## src/rtl/sst_pkg.sv

```systemverilog
package sst_pkg;
  // one-cycle strobes marking serial clock edges
  typedef struct packed {
    logic fall;
    logic rise;
  } sst_edge_t;
endpackage

```

## src/rtl/sst_hold.sv

```systemverilog
module sst_hold #(
  parameter int DW = 8
) (
  input  logic          clk,
  input  logic          rst_n,
  input  logic          wr_valid,
  input  logic [DW-1:0] wr_data,
  input  logic          load,
  input  logic          end_set,
  input  logic          de_en,
  input  logic          te_en,
  output logic [DW-1:0] hold_q,
  output logic          empty,
  output logic          tend,
  output logic          irq_de,
  output logic          irq_te
);
  logic accept;
  assign accept = wr_valid && empty;

  always_ff @(posedge clk) begin
    if (!rst_n) begin
      hold_q <= '0;
      empty  <= 1'b1;
      tend   <= 1'b1;
    end else if (accept) begin
      hold_q <= wr_data;
      empty  <= 1'b0;
      tend   <= 1'b0;
    end else begin
      if (load)    empty <= 1'b1;
      if (end_set) tend  <= 1'b1;
    end
  end

  assign irq_de = empty && de_en;
  assign irq_te = tend && te_en;

  p_accept_clears_r2: assert property (@(posedge clk) disable iff (!rst_n)
    accept |=> (!empty && !tend));
  p_held_byte_kept_r10: assert property (@(posedge clk) disable iff (!rst_n)
    (wr_valid && !empty) |=> $stable(hold_q));
endmodule

```

## src/rtl/sst_clkgen.sv

```systemverilog
module sst_clkgen import sst_pkg::*; #(
  parameter int DIVW = 8
) (
  input  logic            clk,
  input  logic            rst_n,
  input  logic            busy,
  input  logic            pending,
  input  logic            sclk_q,
  input  logic [DIVW-1:0] div,
  output sst_edge_t       ev
);
  logic [DIVW-1:0] cnt;
  logic            tick;

  assign tick    = busy && (cnt >= div);
  assign ev.rise = tick && !sclk_q;
  assign ev.fall = busy ? (tick && sclk_q) : pending;

  always_ff @(posedge clk) begin
    if (!rst_n || !busy || tick) cnt <= '0;
    else                         cnt <= cnt + 1'b1;
  end
endmodule

```

## src/rtl/sst_extedge.sv

```systemverilog
module sst_extedge import sst_pkg::*; #(
  parameter int SYNC = 2
) (
  input  logic      clk,
  input  logic      rst_n,
  input  logic      sclk_in,
  output sst_edge_t ev
);
  // SYNC synchroniser stages plus one history stage
  logic [SYNC:0] sh;

  always_ff @(posedge clk) begin
    if (!rst_n) sh <= '1;
    else        sh <= {sh[SYNC-1:0], sclk_in};
  end

  assign ev.fall = sh[SYNC] && !sh[SYNC-1];
  assign ev.rise = !sh[SYNC] && sh[SYNC-1];
endmodule

```

## src/rtl/sst_shifter.sv

```systemverilog
module sst_shifter import sst_pkg::*; #(
  parameter int DW = 8
) (
  input  logic          clk,
  input  logic          rst_n,
  input  sst_edge_t     ev,
  input  logic          empty,
  input  logic [DW-1:0] hold_q,
  output logic          load,
  output logic          end_set,
  output logic          busy,
  output logic          sclk_q,
  output logic          txd
);
  localparam int BW = $clog2(DW);
  localparam logic [BW-1:0] LAST = BW'(DW - 1);

  logic [DW-1:0] shreg;
  logic [BW-1:0] bitn;
  logic          chain;
  logic          last_bit;

  assign last_bit = busy && (bitn == LAST);
  assign load     = ev.fall && (busy ? (last_bit && chain) : !empty);
  assign end_set  = ev.rise && last_bit && empty;
  assign txd      = shreg[0];

  always_ff @(posedge clk) begin
    if (!rst_n) begin
      shreg  <= '1;
      bitn   <= '0;
      busy   <= 1'b0;
      chain  <= 1'b0;
      sclk_q <= 1'b1;
    end else if (load) begin
      shreg  <= hold_q;
      bitn   <= '0;
      busy   <= 1'b1;
      chain  <= 1'b0;
      sclk_q <= 1'b0;
    end else if (ev.fall && busy) begin
      if (last_bit) begin
        busy <= 1'b0;
      end else begin
        bitn   <= bitn + 1'b1;
        shreg  <= {shreg[DW-1], shreg[DW-1:1]};
        sclk_q <= 1'b0;
      end
    end else if (ev.rise && busy) begin
      sclk_q <= 1'b1;
      if (last_bit) chain <= !empty;
    end
  end

  p_idle_clock_high_r8: assert property (@(posedge clk) disable iff (!rst_n)
    !busy |-> sclk_q);
  p_end_holds_line_r8: assert property (@(posedge clk) disable iff (!rst_n)
    end_set |=> (sclk_q && $stable(txd)));
  p_chain_no_gap_r7: assert property (@(posedge clk) disable iff (!rst_n)
    (ev.fall && last_bit && chain) |=> (busy && !sclk_q && bitn == '0));
endmodule

```

## src/rtl/sync_ser_tx.sv

```systemverilog
module sync_ser_tx import sst_pkg::*; #(
  parameter int DW   = 8,
  parameter int DIVW = 8,
  parameter int SYNC = 2
) (
  input  logic            clk,
  input  logic            rst_n,
  input  logic            ext_sel,
  input  logic [DIVW-1:0] div,
  input  logic            de_en,
  input  logic            te_en,
  input  logic            wr_valid,
  input  logic [DW-1:0]   wr_data,
  output logic            wr_ready,
  input  logic            sclk_in,
  output logic            sclk_out,
  output logic            txd,
  output logic            empty,
  output logic            tend,
  output logic            irq_de,
  output logic            irq_te
);
  sst_edge_t     ev_int, ev_ext, ev;
  logic [DW-1:0] hold_q;
  logic          ld, end_set, busy, sclk_q;

  sst_hold #(.DW(DW)) u_hold (
    .clk(clk), .rst_n(rst_n), .wr_valid(wr_valid), .wr_data(wr_data),
    .load(ld), .end_set(end_set), .de_en(de_en), .te_en(te_en),
    .hold_q(hold_q), .empty(empty), .tend(tend),
    .irq_de(irq_de), .irq_te(irq_te));

  sst_clkgen #(.DIVW(DIVW)) u_gen (
    .clk(clk), .rst_n(rst_n), .busy(busy), .pending(!empty),
    .sclk_q(sclk_q), .div(div), .ev(ev_int));

  sst_extedge #(.SYNC(SYNC)) u_ext (
    .clk(clk), .rst_n(rst_n), .sclk_in(sclk_in), .ev(ev_ext));

  assign ev = ext_sel ? ev_ext : ev_int;

  sst_shifter #(.DW(DW)) u_shift (
    .clk(clk), .rst_n(rst_n), .ev(ev), .empty(empty), .hold_q(hold_q),
    .load(ld), .end_set(end_set), .busy(busy), .sclk_q(sclk_q), .txd(txd));

  assign wr_ready = empty;
  assign sclk_out = ext_sel ? 1'b1 : sclk_q;

  p_load_refills_r3: assert property (@(posedge clk) disable iff (!rst_n)
    ld |=> empty);
  p_txd_on_fall_r4: assert property (@(posedge clk) disable iff (!rst_n)
    (!ext_sel && $past(!ext_sel) && !$stable(txd)) |-> $fell(sclk_out));
endmodule

```

## config.mk

```make
export PLATFORM = sky130hd
export DESIGN_NAME = sync_ser_tx
export DESIGN_NICKNAME = d
export VERILOG_FILES = /design/src/rtl/sst_pkg.sv /design/src/rtl/sst_hold.sv /design/src/rtl/sst_clkgen.sv /design/src/rtl/sst_extedge.sv /design/src/rtl/sst_shifter.sv /design/src/rtl/sync_ser_tx.sv
export SDC_FILE = /design/constraint.sdc
export NUM_CORES = 1
export LEC_CHECK = 0
export BUFFER_PORTS_ARGS = -buffer_cell sky130_fd_sc_hd__buf_2
export CAP_MARGIN = 10
export CORE_MARGIN = 3
export CORE_UTILIZATION = 55
export CTS_BUF_LIST = sky130_fd_sc_hd__clkbuf_16
export DETAILED_ROUTE_END_ITERATION = 10
export HOLD_SLACK_MARGIN = 0.15
export PLACE_DENSITY = 0.83
export SKIP_CTS_REPAIR_TIMING = 1
export SKIP_LAST_GASP = 1
export SLEW_MARGIN = 20
export SYNTH_ARGS = -nofsm -noshare
export SYNTH_HDL_FRONTEND = slang
export SYNTH_SLANG_ARGS = --single-unit
```

## constraint.sdc

```tcl
create_clock -name clk -period 2.39 [get_ports clk]
set_input_delay 0.478 -clock clk [delete_from_list [all_inputs] [get_ports clk]]
set_output_delay 0.478 -clock clk [all_outputs]
set_load 0.005 [all_outputs]
```

==> summary.txt, run 1 <==
Critical path
  – Worst endpoint data arrival time: roughly 2.2 ns
  – Buf+Inv Stages, Crit Path: 1
  – CP max stage cell: a2111oi_4
  – CP peak stage delay: about 0.37 ns
  – CP required: ~2.5 ns
  – Crit-path leading delay family: compound AO/OA/AOI/OAI gates
  – Reg2Reg Depth: 8
  – Critical Path Start: u_gen.cnt[0]
  – CP cell instances: inv_1 > ha_1 > nand2b_4 > a2111oi_4 > o311a_4 > nor3_2 > a2111oi_1 > o21ai_1
  – Reg2reg end: u_shift.shreg[6]
  – Startpoint Class: flip-flop
  – Critical Path End Type: flip-flop
  – CP max FO: 4
  – Critical setup path kind: flip-flop to flip-flop
  – R2R setup slack: 0.35 ns
  – Worst r2r src: u_gen.cnt[0]

Power and ir drop
  – Clock power share: about 43%
  – Combinational Power Share: between 10% and 20%
  – P_sw: just over 0.3 mW
  – LEAKAGE: a little over 0.9 nW
  – Switching share of power: 22.7%
  – Power per Cell Area: 642 nW/um^2
  – Peak VDD IR: 0.518 mV
  – Pint: between 1 and 1.5 mW
  – Total Power: ~1.4 mW
  – Seq pwr share: between 40% and 50%

Logic synthesis
  – Commonest register cell after synthesis: dfxtp_1
  – Synth Warn #: 0
  – Syn_nets: 240
  – EDFF count, synth: 0
  – Post-Synthesis Cell Area: 1800 um^2
  – Sequential element share of the synthesized area: roughly 40%
  – Top cell type's share of synthesized area: between 30 and 40%
  – Ranking of synthesized cells by area: dfxtp_1 39%, ha_1 7.6%, nand2_1 7.5%
  – Syn Inst Count: a little over 200
  – Largest area contributor in the netlist: dfxtp_1
  – Count of different cell masters after synthesis: 45
  – #FFs+latches synth: 35
  – Avg Inst Size Synth: approximately 8.7 um^2
  – Synth async-reset ratio: 0%

Route
  – Post-DRT Antenna Nets: 0
  – Total Wirelength: 3.40 mm
  – Detail-routed net length per standard cell: approximately 12 um
  – Metal3 WL: ~230 um
  – Via count: between 1,500 and 2,000
  – Wire length on met2: approximately 1.6 mm
  – DRC: 0
  – Top layer in use: met4
  – Via density: 5.42
  – First-pass iteration count of the detailed router: 4
  – Wl on met1: 1.53 mm
  – DRT iter0 DRCs: 90

Clock network
  – H-Tree Depth: 2
  – Clock sink count: 35
  – Total CTS buffers: 5
  – CTS clock-pin slew for the worst setup and hold paths: around 0.05 ns
  – Clock latency on the worst-skew pair: ~0.27 ns
  – Clk buf depth: 2
  – CTS tree: yes
  – Clk root buf: clkbuf_16

STA
  – Final Max Tran Viols: 0
  – Final period util: 85.4%
  – Fmax: just under 500 MHz
  – Final Hold Violating Endpoints: 0
  – Final setup TNS: 0 ns
  – RSZ-0062 raised after global routing: false
  – Setup Skew: approximately 0.0053 ns
  – # setup viols final: 0
  – Worst slew pin tran: around 0.5 ns
  – Final Critical Period: between 2 and 2.5 ns
  – Slew HR: about two thirds
  – Hold WS: 0.382 ns

Finish
  – Sequential Area: 701 um^2
  – Commonest non-fill, non-tap cell in the layout: nand2_1
  – Multi-input logic area: around 1000 um^2
  – Fin area: approximately 2100 um^2
  – N_diodes: 0
  – Fraction of layout cells with a size suffix above 1: approximately a fifth
  – # fillers: 259
  – Nets: between 200 and 300
  – Syn-to-layout area delta: 16.9%
  – Commonest cells after routing, fill and taps aside: 36 x nand2_1, 35 x dfxtp_1, 29 x buf_2

Die
  – Initial Util: between 50% and 60%
  – Die W: approximately 63 um
  – Row count: 20
  – Total core area: around 3000 um^2
  – Die height: ~63 um
  – Die area: 4000 um^2
  – IO Pins: 30

Placement
  – Gp weighted congestion: about 0.87
  – Placement Cell Area: ~2000 um^2
  – Detailed placer's ending HPWL: between 2 and 3 mm
  – PortBufs: 29

Hold path
  – Min-Delay Path Depth: 2
  – Worst hold path type: input pin to flip-flop
  – Hold Startpoint: sclk_in
  – Sink of the worst hold path: u_ext.sh[0]

Run status
  – Status: finished, final reports clean

Global route
  – Total Routing Usage GR: between 10% and 20%
  – Initial antenna violation count: 0
  – Remaining Overflow, GRT: 0
  – First-pass GRT wire length: 6.00 mm
  – Largest net degree at the start of global routing: 22
  – Vias in the first global route: 1,394

Job
  – Max_cap viols: 0
==> how the worst max path moves through the flow <==
stage                             to  slack (ns)  cells past startpoint
global placement    u_shift.shreg[6]        0.16                      8
global route        u_shift.shreg[6]        0.26                      8
finish              u_shift.shreg[6]        0.35                      8
floorplan           u_shift.shreg[6]        0.32                      7
detailed placement  u_shift.shreg[6]        0.13                      8
CTS                 u_shift.shreg[6]        0.34                      8
==> logic make-up (layout without fill, tap and decap cells) <==
group                    after synthesis  in the layout  share of synthesized area [%]
multiplexers                           2              2                           1.11
buffers and inverters                 19             48                           4.44
flip-flops                            35             35                           38.9
XOR/XNOR                               6              6                           2.92
AO/OA/AOI/OAI                         44             44                           20.0
AND/OR/NAND/NOR                       89             89                           25.0
adder cells (fa/ha/maj)               11             11                           7.64
==> Yosys cell counts, types with 2 or more instances <==
master and number:
nand2_1 36, dfxtp_1 35, nor2_1 15, ha_1 11, inv_1 11, a21boi_0 8
nand3_1 8, o22ai_1 8, nor2b_1 7, a21oi_1 6, a32oi_1 6, nand2b_1 6
clkbuf_1 5, xor2_1 5, and2_1 3, and3_1 3, buf_4 2, mux2i_1 2
nand4_1 2, o21a_1 2
==> worst reg2reg max path: cells and delay by family, from the launching register on <==
family	cells	cell delay, ns
flip-flops	1	0.34
AO/OA/AOI/OAI	4	1.06
AND/OR/NAND/NOR	2	0.21
adder cells (fa/ha/maj)	1	0.26
buffers and inverters	1	0.05
==> final cells by class <==
type	count	share of cell area (%)
Clock buffer	5	5.94
Clock inverter	1	0.178
Inverter	11	1.96
Multi-Input combinational cell	152	48.5
Sequential cell	35	33.3
Tap cell	44	2.61
Timing Repair Buffer	31	7.60
==> registers in the layout (all words and copies together), names as in the netlist, 3 cells and up <==
name / cells
u_gen.cnt: 8
u_shift.shreg: 8
u_shift.bitn: 3
u_ext.sh: 3
u_hold.hold_q: 8
==> power by group through the flow <==
stage,combinational (mW),clock (mW),sequential (mW)
CTS,0.150,0.588,0.627
finish,0.149,0.577,0.628
global route,0.168,0.613,0.630
floorplan,0.111,0,0.631
detailed placement,0.148,0,0.638
global placement,0.146,0,0.637
==> through the flow <==
| stage | setup WS [ns] | std cells | utilization, % |
|---|---|---|---|
| final | 0.349 | 279 | 68.5 |
| after global routing | 0.261 | 279 | 68.5 |
| after CTS | 0.345 | 279 | 68.5 |
| after detailed placement | 0.134 | 273 | 64.3 |
| after global placement | 0.163 | 273 | 64.3 |
| after floorplan | 0.321 | 206 | - |
==> per-layer routing <==
| layer | track usage [%] | vias to the layer above |
|---|---|---|
| met5 | 0 | - |
| met4 | 4.85 | 0 |
| met3 | 5.88 | 6 |
| met2 | 32.5 | 46 |
| met1 | 22.1 | 686 |
| li1 | - | 774 |
No activity file was read; power rests on OpenSTA's default activity.
==> inputs of run 2 (changes only) <==
- PLACE_DENSITY: 0.83 -> 0.78
==> run 2 against run 1 <==
Design area up 0.89%. Clock power is 5.9% higher. First-iteration DRC count shrank 44%. Die area is the same. Via count is 0.60% higher. Sequential share of layout area shrank 0.29 points.
==> summary.txt, run 2 (same netlist as run 1, synthesis figures left out) <==
Finish
  – Largest regs: u_gen.cnt (8), u_hold.hold_q (8), u_shift.shreg (8)
  – Commonest non-fill, non-tap cell in the layout: nand2_1
  – N_diodes: 0 (unchanged)
  – Fin area: 2130 um^2 (+0.89%)
  – Syn-to-layout area delta: 18.0%
  – Final core utilization: 69.1% (+0.61 points)
  – Fin cells: 282 (+1.1%)
  – Fraction of layout cells with a size suffix above 1: 21.0% (+0.58 points)
  – Nets: 271 (+0.37%)
  – Commonest cells after routing, fill and taps aside: 36 x nand2_1, 35 x dfxtp_1, 29 x buf_2

Hold path
  – Worst hold path type: input pin to flip-flop

Critical path
  – CP max stage cell: a2111oi_1
  – Crit-path leading delay family: compound AO/OA/AOI/OAI gates
  – Buf+Inv Stages, Crit Path: 1 (unchanged)
  – CP max FO: 4 (unchanged)
  – Critical Path End Type: flip-flop
  – CP required: 2.54 ns (about the same)
  – Worst endpoint data arrival time: 2.29 ns (+0.10 ns)
  – Critical setup path kind: flip-flop to flip-flop
  – Startpoint Class: flip-flop
  – CP peak stage delay: 0.41 ns (+0.04 ns)
  – CP cell instances: inv_1 > ha_1 > nand2b_4 > a2111oi_4 > o311a_4 > nor3_2 > a2111oi_1 > o21ai_1

Die
  – Die area: 4000 um^2 (unchanged)
  – Initial Util: 58.5% (unchanged)
  – Total core area: 3080 um^2 (unchanged)
  – Die height: 63.2 um (unchanged)
  – Row count: 20 (unchanged)
  – IO Pins: 30 (unchanged)
  – Die W: 63.2 um (unchanged)

Power and ir drop
  – LEAKAGE: 0.908 nW (+0.28%)
  – P_sw: 0.333 mW (+8.4%)
  – Peak VDD IR: 0.495 mV (-4.3%)
  – Pint: 1.06 mW (+0.94%)
  – Switching share of power: 24.0% (+1.3 points)
  – Clock power share: 44.0% (+1.4 points)
  – Combinational Power Share: 11.1% (about the same)
  – Seq pwr share: 44.9% (-1.5 points)
  – Power per Cell Area: 654 nW/um^2 (+1.7%)

Clock network
  – Clock sink count: 35 (unchanged)
  – Clk buf depth: 2 (unchanged)
  – H-Tree Depth: 2 (unchanged)
  – Clock latency on the worst-skew pair: 0.28 ns (about the same)
  – Clk root buf: clkbuf_16
  – Total CTS buffers: 5 (unchanged)
  – CTS clock-pin slew for the worst setup and hold paths: 0.05 ns (about the same)
  – CTS tree: yes

Route
  – Total Wirelength: 3.52 mm (+3.6%)
  – First-pass iteration count of the detailed router: 4 (unchanged)
  – Detail-routed net length per standard cell: 12.5 um (+2.5%)
  – Post-DRT Antenna Nets: 0 (unchanged)
  – Via count: 1,521 (+0.60%)
  – DRC: 0 (unchanged)
  – Via density: 5.39 (-0.47%)
  – DRT iter0 DRCs: 50 (-44%)

STA
  – RSZ-0062 raised after global routing: false
  – Final setup TNS: 0 ns (unchanged)
  – Setup Skew: 0.00403 ns (-0.00122 ns)
  – Final Hold Violating Endpoints: 0 (unchanged)
  – Slew HR: 64.0% (-1.7 points)
  – Final Max Tran Viols: 0 (unchanged)
  – # setup viols final: 0 (unchanged)
  – Worst slew pin tran: 0.539 ns (+0.0259 ns)
  – Final Critical Period: 2.14 ns (+0.0983 ns)
  – Final period util: 89.5% (+4.1 points)
  – Hold WS: 0.380 ns (-0.00255 ns)
  – Fmax: 467 MHz (-4.6%)

Global route
  – Total Routing Usage GR: 19.4% (+0.76 points)
  – Vias in the first global route: 1,431 (+2.7%)
  – Initial antenna violation count: 0 (unchanged)
  – First-pass GRT wire length: 6.23 mm (+3.8%)
  – Remaining Overflow, GRT: 0 (unchanged)
  – Largest net degree at the start of global routing: 26 (+18%)

Placement
  – Placement Cell Area: 1990 um^2 (+0.38%)
  – Gp weighted congestion: 0.867 (-0.76%)
  – PortBufs: 29 (unchanged)
  – Detailed placer's ending HPWL: 2.64 mm (+5.2%)
  – Placed cell count: 274 (+0.37%)

Run status
  – Status: finished, final reports clean

Job
  – Max_cap viols: 0 (unchanged)
run 2: layout make-up:
type                            count  area [um^2]
Clock buffer                        5          125
Clock inverter                      3         15.0
Fill cell                         275          952
Inverter                           11         41.3
Multi-Input combinational cell    152         1020
Sequential cell                    35          701
Tap cell                           44         55.1
Timing Repair Buffer               32          168
run 2: worst paths after layout:
| check | end | cells past startpoint | start | slack [ns] |
|---|---|---|---|---|
| setup reg to reg | u_shift.shreg[6] | 8 | u_gen.cnt[0] | 0.25 |
| hold reg to reg | u_ext.sh[1] | 1 | u_ext.sh[0] | 0.40 |
| hold / removal | u_ext.sh[0] | 2 | sclk_in | 0.38 |
| setup / recovery | u_shift.shreg[6] | 8 | u_gen.cnt[0] | 0.25 |
run 2: through the flow:
step | total power, mW | worst slack (ns)
after global routing | 1.45 | 0.212
after detailed placement | 0.789 | 0.0986
after CTS | 1.40 | 0.293
final | 1.39 | 0.251
after global placement | 0.787 | 0.180
after floorplan | 0.742 | 0.321
run 2: metal layers:
metal	up-vias	track usage [%]	part of all wire (%)
met4	0	7.28	1.3
met2	40	30.6	45
li1	784	-	-
met3	5	6.77	6.2
met5	-	0	0
met1	692	24.4	47
run 2: worst reg2reg max path: stages (launching register included):
cell and delay (ns):
dfxtp_1 0.35, inv_1 0.05, ha_1 0.26, nand2b_4 0.15
a2111oi_4 0.38, o311a_4 0.24, nor3_2 0.07, a2111oi_1 0.41
o21ai_1 0.11
run 2: power groups by stage:
stage,clock (mW),combinational (mW),sequential (mW)
after global placement,0,0.151,0.636
after detailed placement,0,0.153,0.636
after global routing,0.653,0.173,0.628
after CTS,0.620,0.154,0.624
final,0.611,0.154,0.624
after floorplan,0,0.111,0.631
